`config.mk`:
```
export PLATFORM = sky130hd
export DESIGN_NAME = usb_line_event_det
export DESIGN_NICKNAME = d
export VERILOG_FILES = /design/src/rtl/usb_lse_pkg.sv /design/src/rtl/usb_lse_sync.sv /design/src/rtl/usb_lse_classify.sv /design/src/rtl/usb_lse_datapath.sv /design/src/rtl/usb_lse_control.sv /design/src/rtl/usb_line_event_det.sv
export SDC_FILE = /design/constraint.sdc
export NUM_CORES = 1
export LEC_CHECK = 0
export BUFFER_PORTS_ARGS = -buffer_cell sky130_fd_sc_hd__buf_4
export CAP_MARGIN = 20
export CELL_PAD_IN_SITES_DETAIL_PLACEMENT = 1
export CELL_PAD_IN_SITES_GLOBAL_PLACEMENT = 1
export CORE_UTILIZATION = 42
export DETAILED_ROUTE_END_ITERATION = 6
export PLACE_DENSITY = 0.71
export SLEW_MARGIN = 20
export SYNTH_ARGS = -nofsm -noshare
export SYNTH_HDL_FRONTEND = slang
export SYNTH_SLANG_ARGS = --single-unit
```
`constraint.sdc`:
```
create_clock -name clk -period 1.7 [get_ports clk]
set_clock_uncertainty 0.2 [all_clocks]
set_input_delay 0 -clock clk [delete_from_list [all_inputs] [get_ports clk]]
set_output_delay 0 -clock clk [all_outputs]
set_load 0.01 [all_outputs]
```
`src/rtl/usb_lse_pkg.sv`:
```
package usb_lse_pkg;

  typedef enum logic [1:0] {
    LINE_SE0 = 2'b00,
    LINE_J   = 2'b01,
    LINE_K   = 2'b10,
    LINE_SE1 = 2'b11
  } line_e;

  // Status from datapath to control
  typedef struct packed {
    line_e nextLine;   // classification of the synchronized sample
    line_e curLine;    // registered classification
    logic  se0Enough;  // current SE0 run is at least one bit time
    logic  se0Long;    // SE0 continues and reaches the long threshold this cycle or later
    logic  actLong;    // non-SE0 continues and reaches the long threshold this cycle or later
  } dpStat_t;

  // Strobes from control to datapath
  typedef struct packed {
    logic sop;
    logic eop;
    logic busReset;
    logic connect;
    logic disconnect;
  } evtStrobe_t;

endpackage

```
`src/rtl/usb_lse_sync.sv`:
```
module usb_lse_sync #(
  parameter int WIDTH = 3,
  parameter int STAGES = 2
) (
  input  logic             clk,
  input  logic             rst_n,
  input  logic [WIDTH-1:0] din,
  output logic [WIDTH-1:0] dout
);

  genvar gi;
  generate
    for (gi = 0; gi < WIDTH; gi++) begin : g_bit
      logic [STAGES-1:0] chain;
      always_ff @(posedge clk or negedge rst_n) begin
        if (!rst_n) begin
          chain <= '0;
        end else begin
          chain <= {chain[STAGES-2:0], din[gi]};
        end
      end
      assign dout[gi] = chain[STAGES-1];
    end
  endgenerate

endmodule

```
`src/rtl/usb_lse_classify.sv`:
```
module usb_lse_classify
  import usb_lse_pkg::*;
(
  input  logic  dpIn,
  input  logic  dmIn,
  input  logic  slowMode,
  output line_e lineOut
);

  always_comb begin
    unique case ({dpIn, dmIn})
      2'b00:   lineOut = LINE_SE0;
      2'b11:   lineOut = LINE_SE1;
      2'b10:   lineOut = slowMode ? LINE_K : LINE_J;
      default: lineOut = slowMode ? LINE_J : LINE_K;
    endcase
  end

endmodule

```
`src/rtl/usb_lse_datapath.sv`:
```
module usb_lse_datapath
  import usb_lse_pkg::*;
#(
  parameter int CLK_MHZ = 48
) (
  input  logic       clk,
  input  logic       rst_n,
  input  logic       dpRaw,
  input  logic       dmRaw,
  input  logic       lowSpeedRaw,
  input  evtStrobe_t strobe,
  output dpStat_t    stat,
  output logic [1:0] lineCode,
  output logic       sopQ,
  output logic       eopQ,
  output logic       busResetQ,
  output logic       connectQ,
  output logic       disconnectQ
);

  // Cycle counts derived from the clock frequency
  localparam int FS_BIT  = (CLK_MHZ + 11) / 12;       // 12 Mb/s bit
  localparam int LS_BIT  = (CLK_MHZ * 2 + 2) / 3;     // 1.5 Mb/s bit
  localparam int LONG_CY = (CLK_MHZ * 5 + 1) / 2;     // 2.5 us
  localparam int RUN_MAX = (LONG_CY > LS_BIT) ? LONG_CY : LS_BIT;
  localparam int RUN_W   = $clog2(RUN_MAX + 1);

  logic [2:0]       rawVec;
  logic [2:0]       syncVec;
  line_e            nextLine;
  line_e            curLine;
  logic [RUN_W-1:0] se0Run;
  logic [RUN_W-1:0] actRun;
  logic [RUN_W-1:0] bitCycles;

  assign rawVec = {lowSpeedRaw, dmRaw, dpRaw};

  usb_lse_sync #(
    .WIDTH (3),
    .STAGES(2)
  ) u_sync (
    .clk  (clk),
    .rst_n(rst_n),
    .din  (rawVec),
    .dout (syncVec)
  );

  usb_lse_classify u_classify (
    .dpIn    (syncVec[0]),
    .dmIn    (syncVec[1]),
    .slowMode(syncVec[2]),
    .lineOut (nextLine)
  );

  function automatic logic [RUN_W-1:0] satInc(input logic [RUN_W-1:0] v);
    return (v == RUN_W'(RUN_MAX)) ? v : v + RUN_W'(1);
  endfunction

  // Line register and run-length counters
  always_ff @(posedge clk or negedge rst_n) begin
    if (!rst_n) begin
      curLine <= LINE_SE0;
      se0Run  <= '0;
      actRun  <= '0;
    end else begin
      curLine <= nextLine;
      se0Run  <= (nextLine == LINE_SE0) ? satInc(se0Run) : '0;
      actRun  <= (nextLine != LINE_SE0) ? satInc(actRun) : '0;
    end
  end

  assign bitCycles = syncVec[2] ? RUN_W'(LS_BIT) : RUN_W'(FS_BIT);

  always_comb begin
    stat.nextLine  = nextLine;
    stat.curLine   = curLine;
    stat.se0Enough = (se0Run >= bitCycles);
    stat.se0Long   = (nextLine == LINE_SE0) && (se0Run >= RUN_W'(LONG_CY - 1));
    stat.actLong   = (nextLine != LINE_SE0) && (actRun >= RUN_W'(LONG_CY - 1));
  end

  // Event output registers, aligned with the line register
  always_ff @(posedge clk or negedge rst_n) begin
    if (!rst_n) begin
      sopQ        <= 1'b0;
      eopQ        <= 1'b0;
      busResetQ   <= 1'b0;
      connectQ    <= 1'b0;
      disconnectQ <= 1'b0;
    end else begin
      sopQ        <= strobe.sop;
      eopQ        <= strobe.eop;
      busResetQ   <= strobe.busReset;
      connectQ    <= strobe.connect;
      disconnectQ <= strobe.disconnect;
    end
  end

  assign lineCode = curLine;

endmodule

```
`src/rtl/usb_lse_control.sv`:
```
module usb_lse_control
  import usb_lse_pkg::*;
#(
  parameter bit UPSTREAM = 1'b0
) (
  input  logic       clk,
  input  logic       rst_n,
  input  dpStat_t    stat,
  output evtStrobe_t strobe
);

  logic resetArmed;
  logic connected;
  logic rawSop;
  logic rawEop;
  logic rawReset;
  logic rawConnect;
  logic rawDisconnect;

  assign rawSop = (stat.nextLine == LINE_K) && (stat.curLine == LINE_J);
  assign rawEop = (stat.nextLine == LINE_J) && (stat.curLine == LINE_SE0) && stat.se0Enough;

  // One reset event per SE0 run; re-armed once SE0 is gone
  assign rawReset = stat.se0Long && resetArmed;

  always_ff @(posedge clk or negedge rst_n) begin
    if (!rst_n) begin
      resetArmed <= 1'b1;
    end else if (rawReset) begin
      resetArmed <= 1'b0;
    end else if (stat.nextLine != LINE_SE0) begin
      resetArmed <= 1'b1;
    end
  end

  // Attachment tracking
  assign rawConnect    = stat.actLong && !connected;
  assign rawDisconnect = stat.se0Long && connected;

  always_ff @(posedge clk or negedge rst_n) begin
    if (!rst_n) begin
      connected <= 1'b0;
    end else if (rawConnect) begin
      connected <= 1'b1;
    end else if (rawDisconnect) begin
      connected <= 1'b0;
    end
  end

  // Port-facing variant picks which duration events are reported
  logic modeReset;
  logic modeConnect;
  logic modeDisconnect;

  generate
    if (UPSTREAM) begin : g_host_side
      assign modeReset      = 1'b0;
      assign modeConnect    = rawConnect;
      assign modeDisconnect = rawDisconnect;
    end else begin : g_device_side
      assign modeReset      = rawReset;
      assign modeConnect    = 1'b0;
      assign modeDisconnect = 1'b0;
    end
  endgenerate

  always_comb begin
    strobe.sop        = rawSop;
    strobe.eop        = rawEop;
    strobe.busReset   = modeReset;
    strobe.connect    = modeConnect;
    strobe.disconnect = modeDisconnect;
  end

endmodule

```
`src/rtl/usb_line_event_det.sv`:
```
module usb_line_event_det
  import usb_lse_pkg::*;
#(
  parameter int CLK_MHZ  = 48,
  parameter bit UPSTREAM = 1'b0
) (
  input  logic       clk,
  input  logic       rst_n,
  input  logic       dpHigh,
  input  logic       dmHigh,
  input  logic       lowSpeed,
  output logic [1:0] lineState,
  output logic       sopPulse,
  output logic       eopPulse,
  output logic       busResetPulse,
  output logic       connectPulse,
  output logic       disconnectPulse
);

  dpStat_t    dpStat;
  evtStrobe_t ctlStrobe;

  usb_lse_datapath #(
    .CLK_MHZ(CLK_MHZ)
  ) u_datapath (
    .clk        (clk),
    .rst_n      (rst_n),
    .dpRaw      (dpHigh),
    .dmRaw      (dmHigh),
    .lowSpeedRaw(lowSpeed),
    .strobe     (ctlStrobe),
    .stat       (dpStat),
    .lineCode   (lineState),
    .sopQ       (sopPulse),
    .eopQ       (eopPulse),
    .busResetQ  (busResetPulse),
    .connectQ   (connectPulse),
    .disconnectQ(disconnectPulse)
  );

  usb_lse_control #(
    .UPSTREAM(UPSTREAM)
  ) u_control (
    .clk   (clk),
    .rst_n (rst_n),
    .stat  (dpStat),
    .strobe(ctlStrobe)
  );

endmodule

```
# Yosys cells after proc, flatten, opt, wreduce, memory -nomap -nowiden
# Cells that the tools add are included.
[word_totals] ff_bits=19 elab_cells=37 input_bits=5 output_inout_bits=7
[op_classes] order_cmp=2 n_reduce_logical=10 mux=8 addsub=1 eq_ne=7
[ops] operator="two-way mux 7 bit" count=2
[ops] operator="adder 7 x 1 -> 7 bit, second input constant" count=1
[ops] operator="== test 7 bit, second input constant" count=1
[ops] operator=">= comparator 7 bit" count=1
[ops] operator=">= comparator 7 bit, second input constant" count=1
[ops] operator="== test 2 bit, second input constant" count=3
[ops] operator="logical NOT 2 bit" count=3
[ops] operator="two-way mux 6 bit" count=1
[ops] operator="one-hot mux 2 bit (3 select lines)" count=1
[ops] operator="logical AND 1 bit" count=5
[ops] operator="== test 2 x 1 -> 1 bit, second input constant" count=2
[ops] operator="two-way mux 2 bit" count=2
[ops] operator="nonzero test 2 bit" count=2
[ops] operator="two-way mux 1 bit" count=2
[ops] operator="!= test 2 bit, second input constant" count=1

# Longest topological paths before layout
[depth] ltp_word=6 mapped_depth=6 depth_no_buf=5

# By module
# A second synthesis with hierarchy kept.
[unflattened] hier_cells=127 area_unflattened_um2=1345.0
[by_module_without_submodules] module="usb_lse_datapath" seq_area_each_um2=525.5 cells_per_inst=103 area_each_um2=1038.5 instances=1
[by_module_without_submodules] module="usb_lse_sync" seq_area_each_um2=150.1 cells_per_inst=9 area_each_um2=172.7 instances=1
[by_module_without_submodules] module="usb_lse_control" seq_area_each_um2=26.3 cells_per_inst=13 area_each_um2=111.4 instances=1
[by_module_without_submodules] module="usb_lse_classify" seq_area_each_um2=0.0 cells_per_inst=2 area_each_um2=22.5 instances=1

# Worst setup path after synthesis
# Ideal clock, no wire load.
[synth_timing] path_type="reg-to-reg" start="register u_datapath.se0Run[0]" end="register u_datapath.se0Run[1]" path_stages_with_launch=6 t_arrival_ns=1.214 setup_ns=0.066 path_slack_ns=0.220 synth_period_minus_slack_ns=1.480 path_cell_list="dfrtp_1 -> inv_1 -> ha_1 -> and3b_2 -> a211o_1 -> nand2_1"
[synth_via] elab_chain_len=3
[synth_rtl] element="from (decl)" line="usb_lse_datapath.sv:32" source="logic [RUN_W-1:0] se0Run;"
[synth_rtl] element="from (signal assigned)" line="usb_lse_datapath.sv:67" source="se0Run <= (nextLine == LINE_SE0) ? satInc(se0Run) : '0;"
[synth_rtl] element="adder 7 x 1 -> 7 bit" line="usb_lse_datapath.sv:56" source="return (v == RUN_W'(RUN_MAX)) ? v : v + RUN_W'(1);"
[synth_rtl] element="two-way mux 7 bit" line="usb_lse_datapath.sv:56"
[synth_rtl] element="two-way mux 7 bit" line="usb_lse_datapath.sv:67"
# Several ways; a longest one is shown, not always the timed one. The select of a mux whose other input is x is not followed.
# A chain may end at the register's enable or synchronous reset.

# Final worst setup path
[layout_timing] start="register u_datapath.se0Run[1]" end="register u_datapath.se0Run[1]"
# The elaborated chain is that of the path after synthesis.

==> out/qor.yml <==
status: "finished with violations"
violations: "hold timing"
path_class: "reg -> reg"
regToRegEndpoint: "u_datapath.se0Run[1]"
cp-end-kind: "flop"
clkSinkCount: 19
final_util: 0.525
dr.pass1.iters: 3
ys_warn_count: 0
yosys-top-cells-count: "18 x dfrtp_1, 7 x inv_1, 6 x a21oi_1, 6 x nand3_1"
cp_data_arrival_time_ps: 1620
drt_iter0_markers: 8
grt_max_degree: 19
synth_edf_count: 0
clk_latency_ps: 310
synth_area_leaders: "dfrtp_1 51%, ha_1 5.7%, buf_4 4.3%"
synth_most_common_cell: "dfrtp_1"
grt_pass1_wl_um: 2590
p_comb_frac: 0.086
rows: 16
synth-main-ff-cell: "dfrtp_1"
syn-cell-area_um2: 882
post_dp_cell_area_um2: 948
grt_pass1_vias: 549
dieArea_um2: 2290
overflow: 0
initial_core_util: 0.450
r2r_cells: 5
num_io_pins: 12
pre_cts_ws_ps: 117
holdCritPathClass: "in -> async"
yosysSeqAreaShare: 0.540
crit_start: "u_datapath.se0Run[1]"
synthArstFlopShare: 1.00
routabilityCongestion: 0.744
whs_ps: -112
port-buffer-count: 9
worst_setup_path_start_kind: "flop"
finalSetupViolations: 0
synth_top_family_by_area: "simple AND/OR/NAND/NOR gates"
cts-hold-fix-buffers: 6
power_leakage_nw: 0.475
power_density_nw_per_um2: 762
htreeDepth: 1
route.detailed.drc: 0
endpoint: "u_datapath.se0Run[1]"
final_nets: 104
synth-compound-area-share: 0.109
hpwl_um: 1170
cts_buffers: 3
grt.total_usage: 0.175
totalWireLength_um: 1680
fin_setup_tns_ps: 0
drive_above_1_share: 0.223
r2r_start: "u_datapath.se0Run[1]"
synth_cells: 81
seqPwrFrac: 0.608
viasPerCell: 5.00
peakVddDrop_mv: 0.577
fp.dieH_um: 47.8
die_x_um: 47.8
switchingPower_uw: 196
clkPwrFrac: 0.305
swShare: 0.250
cts.path.max_buffers: 2
rrSetupSlack_ps: 120
grt_setup_unrepaired: "false"
syn-mean-instance-area_um2: 10.9
cap_violations: 0
synth_xor_area_frac: 0.0298
fin_crit_ps: 1580
wl_per_cell_um: 13.9
hold_violations: 18
vias: 605
fmax_mhz: 634
synth_largest_area_cell: "dfrtp_1"
period_share: 0.928
crit_required_ps: 1750
internal_power_uw: 589
ant_nets: 0
synth_mux_area_frac: 0.0241
crit_path_max_fanout: 6
finalInstanceArea_um2: 1030
diodes: 0
yosysTopAreaCellShare: 0.511
ys_types: 30
synth_fa_ha_area_frac: 0.0567
yosys.area_share.simple: 0.153
grt_antenna_before_repair: 0
fin_ws_ps: 122
tritoncts: "done"
syn_to_final_growth_pct: 16.7
clk_pin_slew_ps: 120
root_buffer: "clkbuf_4"
ys_ff_latch: 19
coreArea_um2: 1960
slew_viol_final: 0
-- area by class of cell --
cell class,instances,area [um2]
fillers,241,932
inverters,7,26.3
clock buffers,3,22.5
multi-input cells,49,337
well taps,27,33.8
clock inverters,1,7.51
flip-flops and latches,19,478
repair buffers,15,125
-- worst min path at each step --
stage / end / slack, ps / cells past startpoint
after CTS: u_datapath.u_sync.g_bit[1].chain[0] / 120 / 2
after global routing: u_datapath.lineCode[0] / -100 / 2
after global placement: u_datapath.sopQ / -310 / 1
after floorplan: u_datapath.busResetQ / -500 / 0
after detailed placement: u_datapath.eopQ / -310 / 1
final: u_datapath.lineCode[0] / -110 / 2
-- per-layer routing --
layer | wire [um] | GRT usage
met1 | 842 | 0.243
met3 | 49 | 0.0226
met4 | 45 | 0.100
met2 | 746 | 0.262
met5 | 0 | 0
-- through the flow --
| stage | power (mW) | std cells |
|---|---|---|
| 6_report | 0.785 | 121 |
| 2_1_floorplan | 0.522 | 82 |
| 3_5_place_dp | 0.546 | 112 |
| 3_3_place_gp | 0.543 | 112 |
| 4_1_cts | 0.802 | 122 |
| 5_1_grt | 0.828 | 121 |
-- power groups by stage --
stage	registers [mW]	logic [mW]	clock network (mW)
2_1_floorplan	0.485	0.0379	0
3_3_place_gp	0.485	0.0577	0
3_5_place_dp	0.487	0.0595	0
4_1_cts	0.478	0.0712	0.252
5_1_grt	0.481	0.0755	0.272
6_report	0.478	0.0677	0.240
-- repair_timing --
action | 4_1_cts | 5_1_grt
endpoints found under the setup margin | 0 | 19
endpoints found under the hold margin | 22 | 18
resized for setup | 0 | 1
buffers inserted | 0 | 0
-- layout by cell type (no fill, tap or decap), types with 2 or more instances in the layout --
cell,count
xor2_1,2
a21o_1,2
buf_4,10
inv_1,7
o21ai_0,2
nor2_1,5
or3_1,2
nand2_1,3
nand3_1,6
a211o_1,2
dlygate4sd3_1,5
a21oi_1,6
ha_1,4
dfrtp_1,17
conb_1,2
clkbuf_4,3
-- registers in the layout (all words and copies together), names as in the netlist --
register / cells
u_datapath.sopQ: 1
u_datapath.lineCode: 2
u_datapath.eopQ: 1
u_datapath.u_sync.g_bit.chain: 6
u_control.resetArmed: 1
u_datapath.busResetQ: 1
u_datapath.se0Run: 7
-- cells by family (layout without fill, tap and decap cells) --
family / Yosys count / in the layout
simple gates: 23 / 23
flops: 19 / 19
compound gates: 15 / 15
buf+inv: 14 / 26
fa+ha+maj: 4 / 4
xor+xnor: 3 / 3
mux: 2 / 2
other cells: 1 / 2
-- worst max-delay path, stage by stage (launching register included) --
cell and delay [ps]:
dfrtp_1 460, inv_1 70, ha_1 190, and3b_2 250, a211o_1 300, nand2_1 60
Power figures use the tool's default switching activity.
